==> config.mk <==
export PLATFORM = sky130hd
export DESIGN_NAME = int_div_unit
export DESIGN_NICKNAME = d
export VERILOG_FILES = /design/src/rtl/int_div_pkg.sv /design/src/rtl/div_operand_prep.sv /design/src/rtl/div_restore_step.sv /design/src/rtl/div_zero_trap.sv /design/src/rtl/int_div_unit.sv
export SDC_FILE = /design/constraint.sdc
export NUM_CORES = 1
export LEC_CHECK = 0
export ABC_AREA = 1
export BUFFER_PORTS_ARGS = -buffer_cell sky130_fd_sc_hd__buf_2
export CAP_MARGIN = 20
export CORE_AREA = 3 3 161 163
export DETAILED_ROUTE_END_ITERATION = 10
export DIE_AREA = 0 0 164 166
export GPL_ROUTABILITY_DRIVEN = 0
export GPL_TIMING_DRIVEN = 0
export HOLD_SLACK_MARGIN = 0.05
export PLACE_DENSITY = 0.78
export RECOVER_POWER = 100
export SYNTH_ARGS = -nofsm -noshare
export SYNTH_HDL_FRONTEND = slang
export SYNTH_HIERARCHICAL = 1
export SYNTH_SLANG_ARGS = --single-unit
==> constraint.sdc <==
create_clock -name clk_i -period 3.6 [get_ports clk_i]
set_input_delay 0.72 -clock clk_i [delete_from_list [all_inputs] [get_ports clk_i]]
set_output_delay 0.72 -clock clk_i [all_outputs]
set_load 0.03 [all_outputs]
==> src/rtl/int_div_pkg.sv <==
package int_div_pkg;
    localparam int unsigned DIV_W      = 32;
    localparam int unsigned CAUSE_W    = 5;
    localparam logic [CAUSE_W-1:0] CAUSE_DIVZ = 5'd5;
endpackage

==> src/rtl/div_operand_prep.sv <==
module div_operand_prep #(
    parameter int unsigned W = 32
) (
    input  logic [W-1:0] dividend_i,
    input  logic [W-1:0] divisor_i,
    input  logic         signed_i,
    output logic [W-1:0] mag_a_o,
    output logic [W-1:0] mag_b_o,
    output logic         neg_q_o,
    output logic         zero_div_o
);
    logic a_neg;
    logic b_neg;

    always_comb begin
        a_neg      = signed_i & dividend_i[W-1];
        b_neg      = signed_i & divisor_i[W-1];
        mag_a_o    = a_neg ? (~dividend_i + W'(1)) : dividend_i;
        mag_b_o    = b_neg ? (~divisor_i + W'(1)) : divisor_i;
        neg_q_o    = a_neg ^ b_neg;
        zero_div_o = (divisor_i == '0);
    end
endmodule

==> src/rtl/div_restore_step.sv <==
module div_restore_step #(
    parameter int unsigned W = 32
) (
    input  logic [W-1:0] rem_i,
    input  logic [W-1:0] work_i,
    input  logic [W-1:0] dvs_i,
    output logic [W-1:0] rem_o,
    output logic [W-1:0] work_o
);
    logic [W:0] shifted;
    logic [W:0] diff;
    logic       take;

    always_comb begin
        shifted = {rem_i, work_i[W-1]};
        diff    = shifted - {1'b0, dvs_i};
        take    = ~diff[W];
        rem_o   = take ? diff[W-1:0] : shifted[W-1:0];
        work_o  = {work_i[W-2:0], take};
    end
endmodule

==> src/rtl/div_zero_trap.sv <==
module div_zero_trap #(
    parameter int unsigned CW   = 5,
    parameter logic [CW-1:0] CODE = 5'd5
) (
    input  logic          zero_div_i,
    input  logic          exc_en_i,
    input  logic          mask_i,
    output logic          raise_o,
    output logic [CW-1:0] code_o
);
    always_comb begin
        raise_o = zero_div_i & exc_en_i & ~mask_i;
        code_o  = CODE;
    end
endmodule

==> src/rtl/int_div_unit.sv <==
module int_div_unit
    import int_div_pkg::*;
#(
    parameter int unsigned W  = DIV_W,
    parameter int unsigned CW = CAUSE_W
) (
    input  logic          clk_i,
    input  logic          rst_ni,
    input  logic          start_i,
    input  logic          signed_i,
    input  logic [W-1:0]  dividend_i,
    input  logic [W-1:0]  divisor_i,
    input  logic          exc_en_i,
    input  logic          divz_mask_i,
    output logic          busy_o,
    output logic          done_o,
    output logic [W-1:0]  quotient_o,
    output logic          divz_flag_o,
    output logic          exc_req_o,
    output logic [CW-1:0] exc_cause_o
);
    localparam int unsigned CNT_W = $clog2(W + 1);

    typedef struct packed {
        logic             busy;
        logic             done;
        logic             exc;
        logic             dz;
        logic [CW-1:0]    cause;
        logic [CNT_W-1:0] cnt;
        logic [W-1:0]     rem;
        logic [W-1:0]     work;
        logic [W-1:0]     dvs;
        logic             neg;
        logic [W-1:0]     quot;
    } div_regs_t;

    div_regs_t r_d, r_q;

    logic [W-1:0]  mag_a, mag_b;
    logic          neg_q, zero_div;
    logic [W-1:0]  rem_nxt, work_nxt;
    logic          raise;
    logic [CW-1:0] trap_code;

    div_operand_prep #(.W(W)) prep_i (
        .dividend_i (dividend_i),
        .divisor_i  (divisor_i),
        .signed_i   (signed_i),
        .mag_a_o    (mag_a),
        .mag_b_o    (mag_b),
        .neg_q_o    (neg_q),
        .zero_div_o (zero_div)
    );

    div_restore_step #(.W(W)) step_i (
        .rem_i  (r_q.rem),
        .work_i (r_q.work),
        .dvs_i  (r_q.dvs),
        .rem_o  (rem_nxt),
        .work_o (work_nxt)
    );

    div_zero_trap #(.CW(CW), .CODE(CW'(CAUSE_DIVZ))) trap_i (
        .zero_div_i (zero_div),
        .exc_en_i   (exc_en_i),
        .mask_i     (divz_mask_i),
        .raise_o    (raise),
        .code_o     (trap_code)
    );

    always_comb begin
        r_d      = r_q;
        r_d.done = 1'b0;
        r_d.exc  = 1'b0;
        if (!r_q.busy) begin
            if (start_i) begin
                if (zero_div) begin
                    r_d.done = 1'b1;
                    r_d.dz   = 1'b1;
                    r_d.quot = '0;
                    if (raise) begin
                        r_d.exc   = 1'b1;
                        r_d.cause = trap_code;
                    end
                end else begin
                    r_d.busy = 1'b1;
                    r_d.dz   = 1'b0;
                    r_d.cnt  = CNT_W'(W);
                    r_d.rem  = '0;
                    r_d.work = mag_a;
                    r_d.dvs  = mag_b;
                    r_d.neg  = neg_q;
                end
            end
        end else begin
            r_d.rem  = rem_nxt;
            r_d.work = work_nxt;
            r_d.cnt  = r_q.cnt - CNT_W'(1);
            if (r_q.cnt == CNT_W'(1)) begin
                r_d.busy = 1'b0;
                r_d.done = 1'b1;
                r_d.quot = r_q.neg ? (~work_nxt + W'(1)) : work_nxt;
            end
        end
    end

    always_ff @(posedge clk_i or negedge rst_ni) begin
        if (!rst_ni) r_q <= '0;
        else         r_q <= r_d;
    end

    assign busy_o      = r_q.busy;
    assign done_o      = r_q.done;
    assign quotient_o  = r_q.quot;
    assign divz_flag_o = r_q.dz;
    assign exc_req_o   = r_q.exc;
    assign exc_cause_o = r_q.cause;

    // checker state: length of the current busy run
    logic [CNT_W:0] busy_len_q;
    always_ff @(posedge clk_i or negedge rst_ni) begin
        if (!rst_ni)     busy_len_q <= '0;
        else if (busy_o) busy_len_q <= busy_len_q + 1'b1;
        else             busy_len_q <= '0;
    end

    logic accept;
    assign accept = start_i && !busy_o;

    AST_BUSY_LEN_BOUND: assert property (@(posedge clk_i) disable iff (!rst_ni) busy_len_q <= (CNT_W+1)'(W));
    AST_BUSY_ENDS_DONE: assert property (@(posedge clk_i) disable iff (!rst_ni) $fell(busy_o) |-> done_o);
    AST_NOT_BUSY_AND_DONE: assert property (@(posedge clk_i) disable iff (!rst_ni) !(busy_o && done_o));
    AST_ZERO_DIV_FAST: assert property (@(posedge clk_i) disable iff (!rst_ni)
        accept && divisor_i == '0 |=> done_o && !busy_o && divz_flag_o && quotient_o == '0);
    AST_NZ_CLEARS_FLAG: assert property (@(posedge clk_i) disable iff (!rst_ni)
        accept && divisor_i != '0 |=> busy_o && !divz_flag_o);
    AST_EXC_RAISED: assert property (@(posedge clk_i) disable iff (!rst_ni)
        accept && divisor_i == '0 && exc_en_i && !divz_mask_i |=> exc_req_o && exc_cause_o == CW'(CAUSE_DIVZ));
    AST_EXC_GATED: assert property (@(posedge clk_i) disable iff (!rst_ni)
        accept && !(divisor_i == '0 && exc_en_i && !divz_mask_i) |=> !exc_req_o);
    AST_EXC_WITH_DONE: assert property (@(posedge clk_i) disable iff (!rst_ni) exc_req_o |-> done_o && divz_flag_o);
    AST_CAUSE_HELD: assert property (@(posedge clk_i) disable iff (!rst_ni) !exc_req_o |-> $stable(exc_cause_o) || $past(!rst_ni));
    AST_QUOT_HELD: assert property (@(posedge clk_i) disable iff (!rst_ni) !done_o |-> $stable(quotient_o) || $past(!rst_ni));
    AST_FLAG_HELD: assert property (@(posedge clk_i) disable iff (!rst_ni) !$past(accept) |-> $stable(divz_flag_o) || $past(!rst_ni));
endmodule

==> Word-level counts from Yosys, hierarchy flattened <==
Cells that the tools add are included.
{ "word_totals": {"word_cells": 58, "ff_bits": 140, "inputBits": 70} }
{ "classes": {"n_reduce_logical": 8, "mux": 19, "bitwise_logic": 12, "n_eq_ne": 3, "n_addsub": 5} }
{ "op_table": {"columns": ["cell", "n"], "rows": [
  ["$mux 32", 7],
  ["$mux 144", 1],
  ["$mux 103", 1],
  ["$add 32x1->32 const B", 3],
  ["$not 32->32", 3],
  ["$mux 70", 1],
  ["$sub 33x32->33", 1],
  ["$logic_not 32->1", 1],
  ["$mux 7", 1],
  ["$eq 6x1->1 const B", 1],
  ["$mux 2", 3],
  ["$mux 3", 2],
  ["$reduce_and 3->1", 2],
  ["$sub 6x1->6 const B", 1],
  ["$and 1x1->1", 4],
  ["$not 1->1", 4],
  ["$reduce_and 2->1", 2],
  ["$reduce_and 4->1", 1],
  ["$reduce_bool 2->1", 2],
  ["$mux 1", 3],
  ["$ne 2x1->1 const B", 1],
  ["$ne 2x2->1 const B", 1],
  ["$xor 1x1->1", 1]
]} }

==> Depth between registers and ports, before layout <==
Gate-level depths: netlist (run 1).
{ "depth": {"ltp_word": 7, "ltp_mapped": 26} }

==> By module <==
The synthesis (run 1) kept the hierarchy.
{ "by_module_without_submodules": {"columns": ["mod", "area_each_um2", "cells_per_inst", "seq_area_each_um2", "instances"], "rows": [
  ["int_div_unit", 6815.3, 759, 3603.5, 1],
  ["div_restore_step", 3390.8, 712, 0.0, 1],
  ["div_operand_prep", 2049.5, 453, 0.0, 1],
  ["div_zero_trap", 55.1, 9, 0.0, 1]
]} }

==> Least setup slack after synthesis (run 1) <==
No wires, ideal clock.
{ "synth_path": {"path_type": "register to register", "from": "register r_q[96] (netlist name)", "to": "register r_q, in the netlist quotient_o[24]", "path_stages_with_launch": 25, "setup_slack_ps": 582, "required_ps": 3483, "period_less_slack_ps": 3018, "arrival_time_ps": 2901, "path_cell_list": "dfrtp_1 inv_1 ha_1 fa_1 inv_1 nand2_1 nand2_1 nand3_1 nand2_2 nand2_1 nand2_2 nand2_2 nand3_1 nand2_4 buf_6 buf_4 inv_1 ha_1 nand3_1 nand2_1 nand2_2 nor2_4 nand4_1 nand3_1 nand2_1"} }
{ "synth_between": {"elab_chain_cells": 7} }
{ "synth_rtl": {"columns": ["item", "line_no", "source"], "rows": [
  ["start: declaration", "int_div_unit.sv:38", "div_regs_t r_d, r_q;"],
  ["start signal: assignment", "int_div_unit.sv:110", "else r_q <= r_d;"],
  ["$sub 33x32->33", "div_restore_step.sv:16", "diff = shifted - {1'b0, dvs_i};"],
  ["$not 1->1", "div_restore_step.sv:17", "take = ~diff[W];"],
  ["via step_i.take", "div_restore_step.sv:12", "logic take;"],
  ["$not 32->32", "int_div_unit.sv:103", "r_d.quot = r_q.neg ? (~work_nxt + W'(1)) : work_nxt;"],
  ["$add 32x1->32", "int_div_unit.sv:103", null],
  ["$mux 32", "int_div_unit.sv:103", null],
  ["$mux 32", "int_div_unit.sv:100", "if (r_q.cnt == CNT_W'(1)) begin"],
  ["$mux 32", "int_div_unit.sv:76", "if (!r_q.busy) begin"]
]} }
The timed path passes the listed nets, and every way through them passes these cells. The select of a mux whose other input is x is not followed.
A chain may end at the register's enable or synchronous reset.

==> Final worst setup path (run 1) <==
{ "layout_path": {"from": "register r_q[33] (netlist name)", "to": "register r_q, in the netlist quotient_o[15]"} }
Same word-level chain as after synthesis.

==> impl_metrics.tcl, run 1 <==
set metrics [dict create \
    synthArstFlopShare_pct 100 \
    rsz0062_at_grt "no" \
    synth_top_cell_by_area "dfrtp_1" \
    cts_made_buffers 17 \
    hold_viol 0 \
    firstDrtPassIters 7 \
    clk_path_buf_depth 2 \
    grt_max_degree 76 \
    cts_tree "yes" \
    syn-instance-count 1933 \
    dp.cells 2371 \
    wl_per_cell_um 15.1 \
    hp-class "flop to flop" \
    layout.cells.non_filler 2408 \
    violations "capacitance limit, slew limit" \
    path_class "flop to flop" \
    synth_edf_count 0 \
    diodes 0 \
    final_common_cell "nand2_1" \
    drive_gt1_share_pct 13.7 \
    period_minus_slack_ns 3.39 \
    powerDensity_nw_per_um2 1050 \
    io_buffers 110 \
    finalClockSkew_ns 0.0151 \
    wl_um 36300 \
    antenna_found_initial 0 \
    nFillCells 2358 \
    setup_viol 0 \
    cp-end-kind "flop" \
    required_ns 3.91 \
    synthTopCellsByArea "dfrtp_1 29%, nand2_1 24%, inv_1 7.2%, buf_4 5.8%, nor2_1 5.0%" \
    clkTransAtPathRegs_ns 0.06 \
    synth_top_flop_cell "dfrtp_1" \
    grt_pass1_vias 11800 \
    drv_slew 71 \
    seq_area_frac_synth_pct 29.3 \
    maxSlewHeadroom_pct -17.1 \
    synth_cell_types 42 \
    ys_seq_elements 144 \
    dieArea_um2 27200 \
    die-width_um 164 \
    syn_avg_cell_area_um2 6.37 \
    top_level_ports 111 \
    synth_top_area_share_pct 29.3 \
    htreeDepth 4 \
    postCtsHoldBufs 0 \
    p_leak_nw 7.43 \
    drc 0 \
    syn_area_um2 12300 \
    finalSetupTns_ns 0 \
    via_per_inst 5.27 \
    worstPathArrival_ns 3.71 \
    num_rows 57 \
    fmax_mhz 295 \
    finalCritPeriodShare_pct 94.3 \
    cap_viol_max_count 1 \
    grt.overflow.total 0 \
    ant_nets 0 \
    yosysWarnings 6 \
    synthToLayoutAreaGrowth_pct 12.3 \
    vdd.ir_drop.worst_uv 417 \
    die_y_um 166 \
    post-dp-hpwl_um 28800 \
    tightest_slew_ns 1.76 \
    floorplan.initialDensity_pct 50.3 \
    cts_num_sinks 144 \
    grt_usage_pct 26.8 \
    coreArea_um2 24500 \
    outcome "finished with violations" \
    clk_latency_ns 0.44 \
    critPathMaxFanout 10 \
    grt_first_pass_wirelength_um 59300 \
    layout_common_cells "780 x nand2_1, 235 x inv_1, 167 x nor2_1, 144 x dfrtp_1, 102 x nand3_1" \
    cts-root-buf "clkbuf_16" \
    drt_iter0_drc 1309 \
    startpoint_type "flop" \
    vias 12700 \
    fin_nets 2179 \
]
-- state kept, by name (all words and copies together), names as in the netlist --
name         flops
exc_req_o        1
done_o           1
busy_o           1
divz_flag_o      1
quotient_o      32
exc_cause_o      5
r_q            103
-- cells by family (layout without fill, tap and decap cells) --
group,Yosys count,in the layout,synth area share (%)
flip-flops,144,144,29.3
buffers and inverters,369,516,14.9
adder cells (fa/ha/maj),38,38,3.92
multiplexers,5,5,0.457
AO/OA/AOI/OAI,182,182,9.47
XOR/XNOR,51,51,3.63
other,2,5,0.0610
AND/OR/NAND/NOR,1142,1143,38.2
-- final timing paths --
check	startpoint	end	slack (ns)	cells past startpoint
min in group asynchronous	rst_ni	r_q[104]	0.72	1
max in group asynchronous	rst_ni	r_q[74]	0.89	2
worst min register to register	r_q[48]	r_q[48]	0.47	2
worst max-delay path	r_q[33]	quotient_o[15]	0.21	21
worst max register to register	r_q[33]	quotient_o[15]	0.21	21
worst min-delay path	r_q[48]	r_q[48]	0.47	2
-- timing repair --
action                     4_1_cts  5_1_grt
pin swaps                        1        3
hold endpoints to repair         0        0
cloned                           1        0
setup endpoints to repair        5       21
setup buffers                    0        4
resized for setup                3        9
-- where the power goes --
group / total (mW) / internal [mW] / switching (mW)
Sequential: 2.92 / 2.39 / 0.523
Combinational: 9.80 / 3.72 / 6.08
Clock: 1.74 / 0.962 / 0.779
Total: 14.5 / 7.07 / 7.38
-- final cells by class --
type / count / area, µm² / area share (%)
clock buffer: 18 / 429 / 3.10
timing repair buffer: 115 / 536 / 3.87
multi-input combinational: 1424 / 6900 / 49.9
tap: 324 / 405 / 2.93
sequential: 144 / 3600 / 26.1
buffer: 121 / 883 / 6.39
inverter: 248 / 938 / 6.79
clock inverter: 14 / 134 / 0.968
-- layer usage --
| metal | vias up | part of all wire, % | track usage, % |
|---|---|---|---|
| met5 | - | 0 | 0 |
| met3 | 79 | 8.5 | 4.07 |
| met4 | 0 | 2.6 | 7.43 |
| met2 | 573 | 44 | 42.0 |
| met1 | 5818 | 45 | 38.5 |
| li1 | 6227 | - | - |
-- critical path, cell delays in order (launching register included) --
cell and delay (ns):
dfrtp_1 0.43, ha_1 0.24, fa_2 0.37, inv_2 0.09, nand2_1 0.05, nand2_1 0.07, nand3_1 0.08, nand2_2 0.09
nand2_1 0.07, nand2_2 0.08, nand2_2 0.08, nand3_2 0.09, nand2_4 0.09, buf_6 0.15, buf_4 0.14, inv_1 0.10
nand3_2 0.10, nor2_1 0.36, nand2_2 0.14, nand2_4 0.14, xor2_1 0.22, o21ai_0 0.10
-- per-stage QoR --
stage               power, mW  hold WS [ns]  util (%)  worst slack [ns]  instance area, µm²
floorplan                10.2         0.424         -             0.582               12300
global placement         12.2         0.454      54.3            -0.356               13300
detailed placement       12.4         0.458      54.4           -0.0674               13300
CTS                      14.2         0.300      56.8            0.0134               13900
global route             15.8         0.504      56.5            0.0121               13800
finish                   14.5         0.471      56.5             0.206               13800
-- synth_stat cells (3+ instances only) --
cell / instances
nand3_1: 105
nand2_1: 779
mux2_2: 5
o21ai_1: 15
xor2_1: 36
nand2_2: 16
nor2_4: 6
buf_6: 11
buf_4: 95
nor3_1: 10
o21ai_0: 46
o21bai_1: 7
xnor2_1: 15
clkbuf_1: 9
nand3b_1: 4
a22o_1: 33
nand2_4: 4
nand4_1: 22
o211ai_1: 33
inv_2: 11
buf_2: 6
inv_1: 235
dfrtp_1: 144
nor2_1: 164
ha_1: 37
a21oi_1: 37
o21ai_2: 4
nand3_2: 3
nor2_2: 20
and2_1: 4
Power figures use the tool's default switching activity.
==> run 2: changes to the inputs <==
--- a/config.mk
+++ b/config.mk
@@ -8,9 +8,10 @@
 export ABC_AREA = 1
 export BUFFER_PORTS_ARGS = -buffer_cell sky130_fd_sc_hd__buf_2
 export CAP_MARGIN = 20
-export CORE_AREA = 3 3 161 163
+export CORE_AREA = 2 2 160 162
+export CTS_CLUSTER_SIZE = 8
 export DETAILED_ROUTE_END_ITERATION = 10
-export DIE_AREA = 0 0 164 166
+export DIE_AREA = 0 0 162 164
 export GPL_ROUTABILITY_DRIVEN = 0
 export GPL_TIMING_DRIVEN = 0
 export HOLD_SLACK_MARGIN = 0.05
==> impl_metrics.tcl, run 2 (synthesis results as in run 1) <==
set metrics [dict create \
    outcome "finished with violations" \
    violations "DRC, capacitance limit, slew limit" \
    tightest_slew_ns 1.69 \
    finalCritPeriodShare_pct 97.1 \
    grt_max_degree 78 \
    required_ns 3.93 \
    cap_viol_max_count 1 \
    vias 12900 \
    p_sw_share_pct 51.3 \
    antenna_found_initial 0 \
    p_seq_share_pct 20.3 \
    grt_pass1_vias 12000 \
    cts_made_buffers 17 \
    drt_iter0_drc 1369 \
    final_common_cell "nand2_1" \
    firstDrtPassIters 11 \
    rr_worst_depth 24 \
    multiInputGateArea_um2 6900 \
    setup_viol 0 \
    finalClockSkew_ns 0.0155 \
    worstPathArrival_ns 3.82 \
    maxSlewHeadroom_pct -12.4 \
    startpoint_type "flop" \
    drv_slew 69 \
    critPathMaxFanout 10 \
    io_buffers 110 \
    fin_ws_ns 0.104 \
    floorplan.initialDensity_pct 49.6 \
    largest_register_ffs 103 \
    cts-root-buf "clkbuf_16" \
    diodes 0 \
    drive_gt1_share_pct 13.5 \
    clk_latency_ns 0.44 \
    largest-register "r_q" \
    grt_first_pass_wirelength_um 58300 \
    clk_path_buf_depth 2 \
    cp-end-kind "flop" \
    drc 1 \
    p_leak_nw 7.42 \
    layout_common_cells "780 x nand2_1, 235 x inv_1, 167 x nor2_1, 144 x dfrtp_1, 104 x nand3_1" \
    postCtsHoldBufs 0 \
    die_y_um 164 \
    dieArea_um2 26600 \
    coreArea_um2 24800 \
    grt_usage_pct 27.5 \
    ant_nets 0 \
    post-dp-hpwl_um 28300 \
    wl_per_cell_um 15.0 \
    synthToLayoutAreaGrowth_pct 12.1 \
    via_per_inst 5.34 \
    ff_latch_area_um2 3600 \
    path_class "flop to flop" \
    num_rows 58 \
    top_level_ports 111 \
    vdd.ir_drop.worst_uv 448 \
    fin_nets 2177 \
    p_sw_mw 7.36 \
    htreeDepth 4 \
    cts_tree "yes" \
    internal_power_mw 6.99 \
    clkTransAtPathRegs_ns 0.07 \
    wl_um 36200 \
    grt.overflow.total 0 \
    powerDensity_nw_per_um2 1040 \
    comb_power_share_pct 67.7 \
    hp-class "flop to flop" \
    hold_viol 0 \
    cts_num_sinks 144 \
    nFillCells 2434 \
    fmax_mhz 286 \
    min_path_cells 2 \
    die-width_um 162 \
    pwr-share-clk_pct 12.0 \
    finalPower_mw 14.4 \
    period_minus_slack_ns 3.50 \
    dp_slack_ns -0.125 \
]
run 2: cell count changes in the layout (fill, tap and decap cells not counted), sizes merged:
| cell | before | now |
|---|---|---|
| buf | 178 | 172 |
| clkbuf | 76 | 80 |
| inv | 252 | 255 |
| clkinvlp | 4 | 2 |
| bufinv | 1 | 0 |
run 2: power groups by stage:
stage          Clock [mW]  Sequential (mW)  Combinational, mW
6_report             1.72             2.91               9.72
5_1_grt              1.81             2.99               10.8
4_1_cts              1.74             2.89               9.55
3_5_place_dp            0             2.91               9.43
3_3_place_gp            0             2.89               9.23
2_1_floorplan           0             2.75               7.44
run 2: final timing paths:
path / startpoint / to / slack, ns
setup / recovery: r_q[33] / quotient_o[16] / 0.10
hold / removal: r_q[63] / r_q[63] / 0.47
setup reg to reg: r_q[33] / quotient_o[16] / 0.10
hold reg to reg: r_q[63] / r_q[63] / 0.47
max in group asynchronous: rst_ni / quotient_o[10] / 0.91
min in group asynchronous: rst_ni / r_q[104] / 0.69
run 2: stage by stage:
step                instance area (µm²)  utilization, %  cells  hold WS (ns)  setup TNS, ns
finish                            13800            55.6   2412         0.474              0
floorplan                         12300               -   1936         0.424              0
global route                      13800            55.6   2412         0.498        -0.0114
CTS                               13900            56.0   2410         0.293              0
detailed placement                13300            53.7   2377         0.462         -0.455
global placement                  13300            53.5   2376         0.456         -44.66
run 2: what timing repair did:
| item | CTS | global route |
|---|---|---|
| setup buffers | 0 | 2 |
| endpoints found under the setup margin | 10 | 14 |
| pin swaps | 1 | 2 |
| gates resized for setup | 4 | 10 |
| cloned | 1 | 0 |
run 2: critical path, stage by stage (launching register included):
cell     delay, ns
dfrtp_1       0.44
ha_1          0.25
fa_2          0.37
inv_2         0.09
nand2_1       0.05
nand2_1       0.07
nand3_1       0.08
nand2_2       0.12
nand2_1       0.07
nand2_2       0.12
nand2_2       0.09
nand3_2       0.08
nand2_4       0.09
buf_6         0.15
buf_4         0.14
inv_2         0.10
ha_1          0.18
nand3_1       0.13
nand2_4       0.14
nand2_4       0.10
nor2_4        0.19
buf_4         0.14
nand3_1       0.08
nand2_1       0.10
o21ai_2       0.05
run 2: per-layer routing:
layer / up-vias / global-route usage [%] / wire [µm]
li1: 6219 / - / -
met1: 5921 / 38.5 / 15800
met2: 648 / 44.1 / 16100
met3: 86 / 3.28 / 3390
met4: 0 / 9.41 / 940
met5: - / 0 / 0
run 2: area by class of cell:
type | instances | area share (%)
buffer | 121 | 6.27
multi-input combinational | 1424 | 50.0
clock inverter | 14 | 0.879
inverter | 248 | 6.80
timing repair buffer | 113 | 3.77
clock buffer | 18 | 3.18
tap | 330 | 2.99
sequential | 144 | 26.1
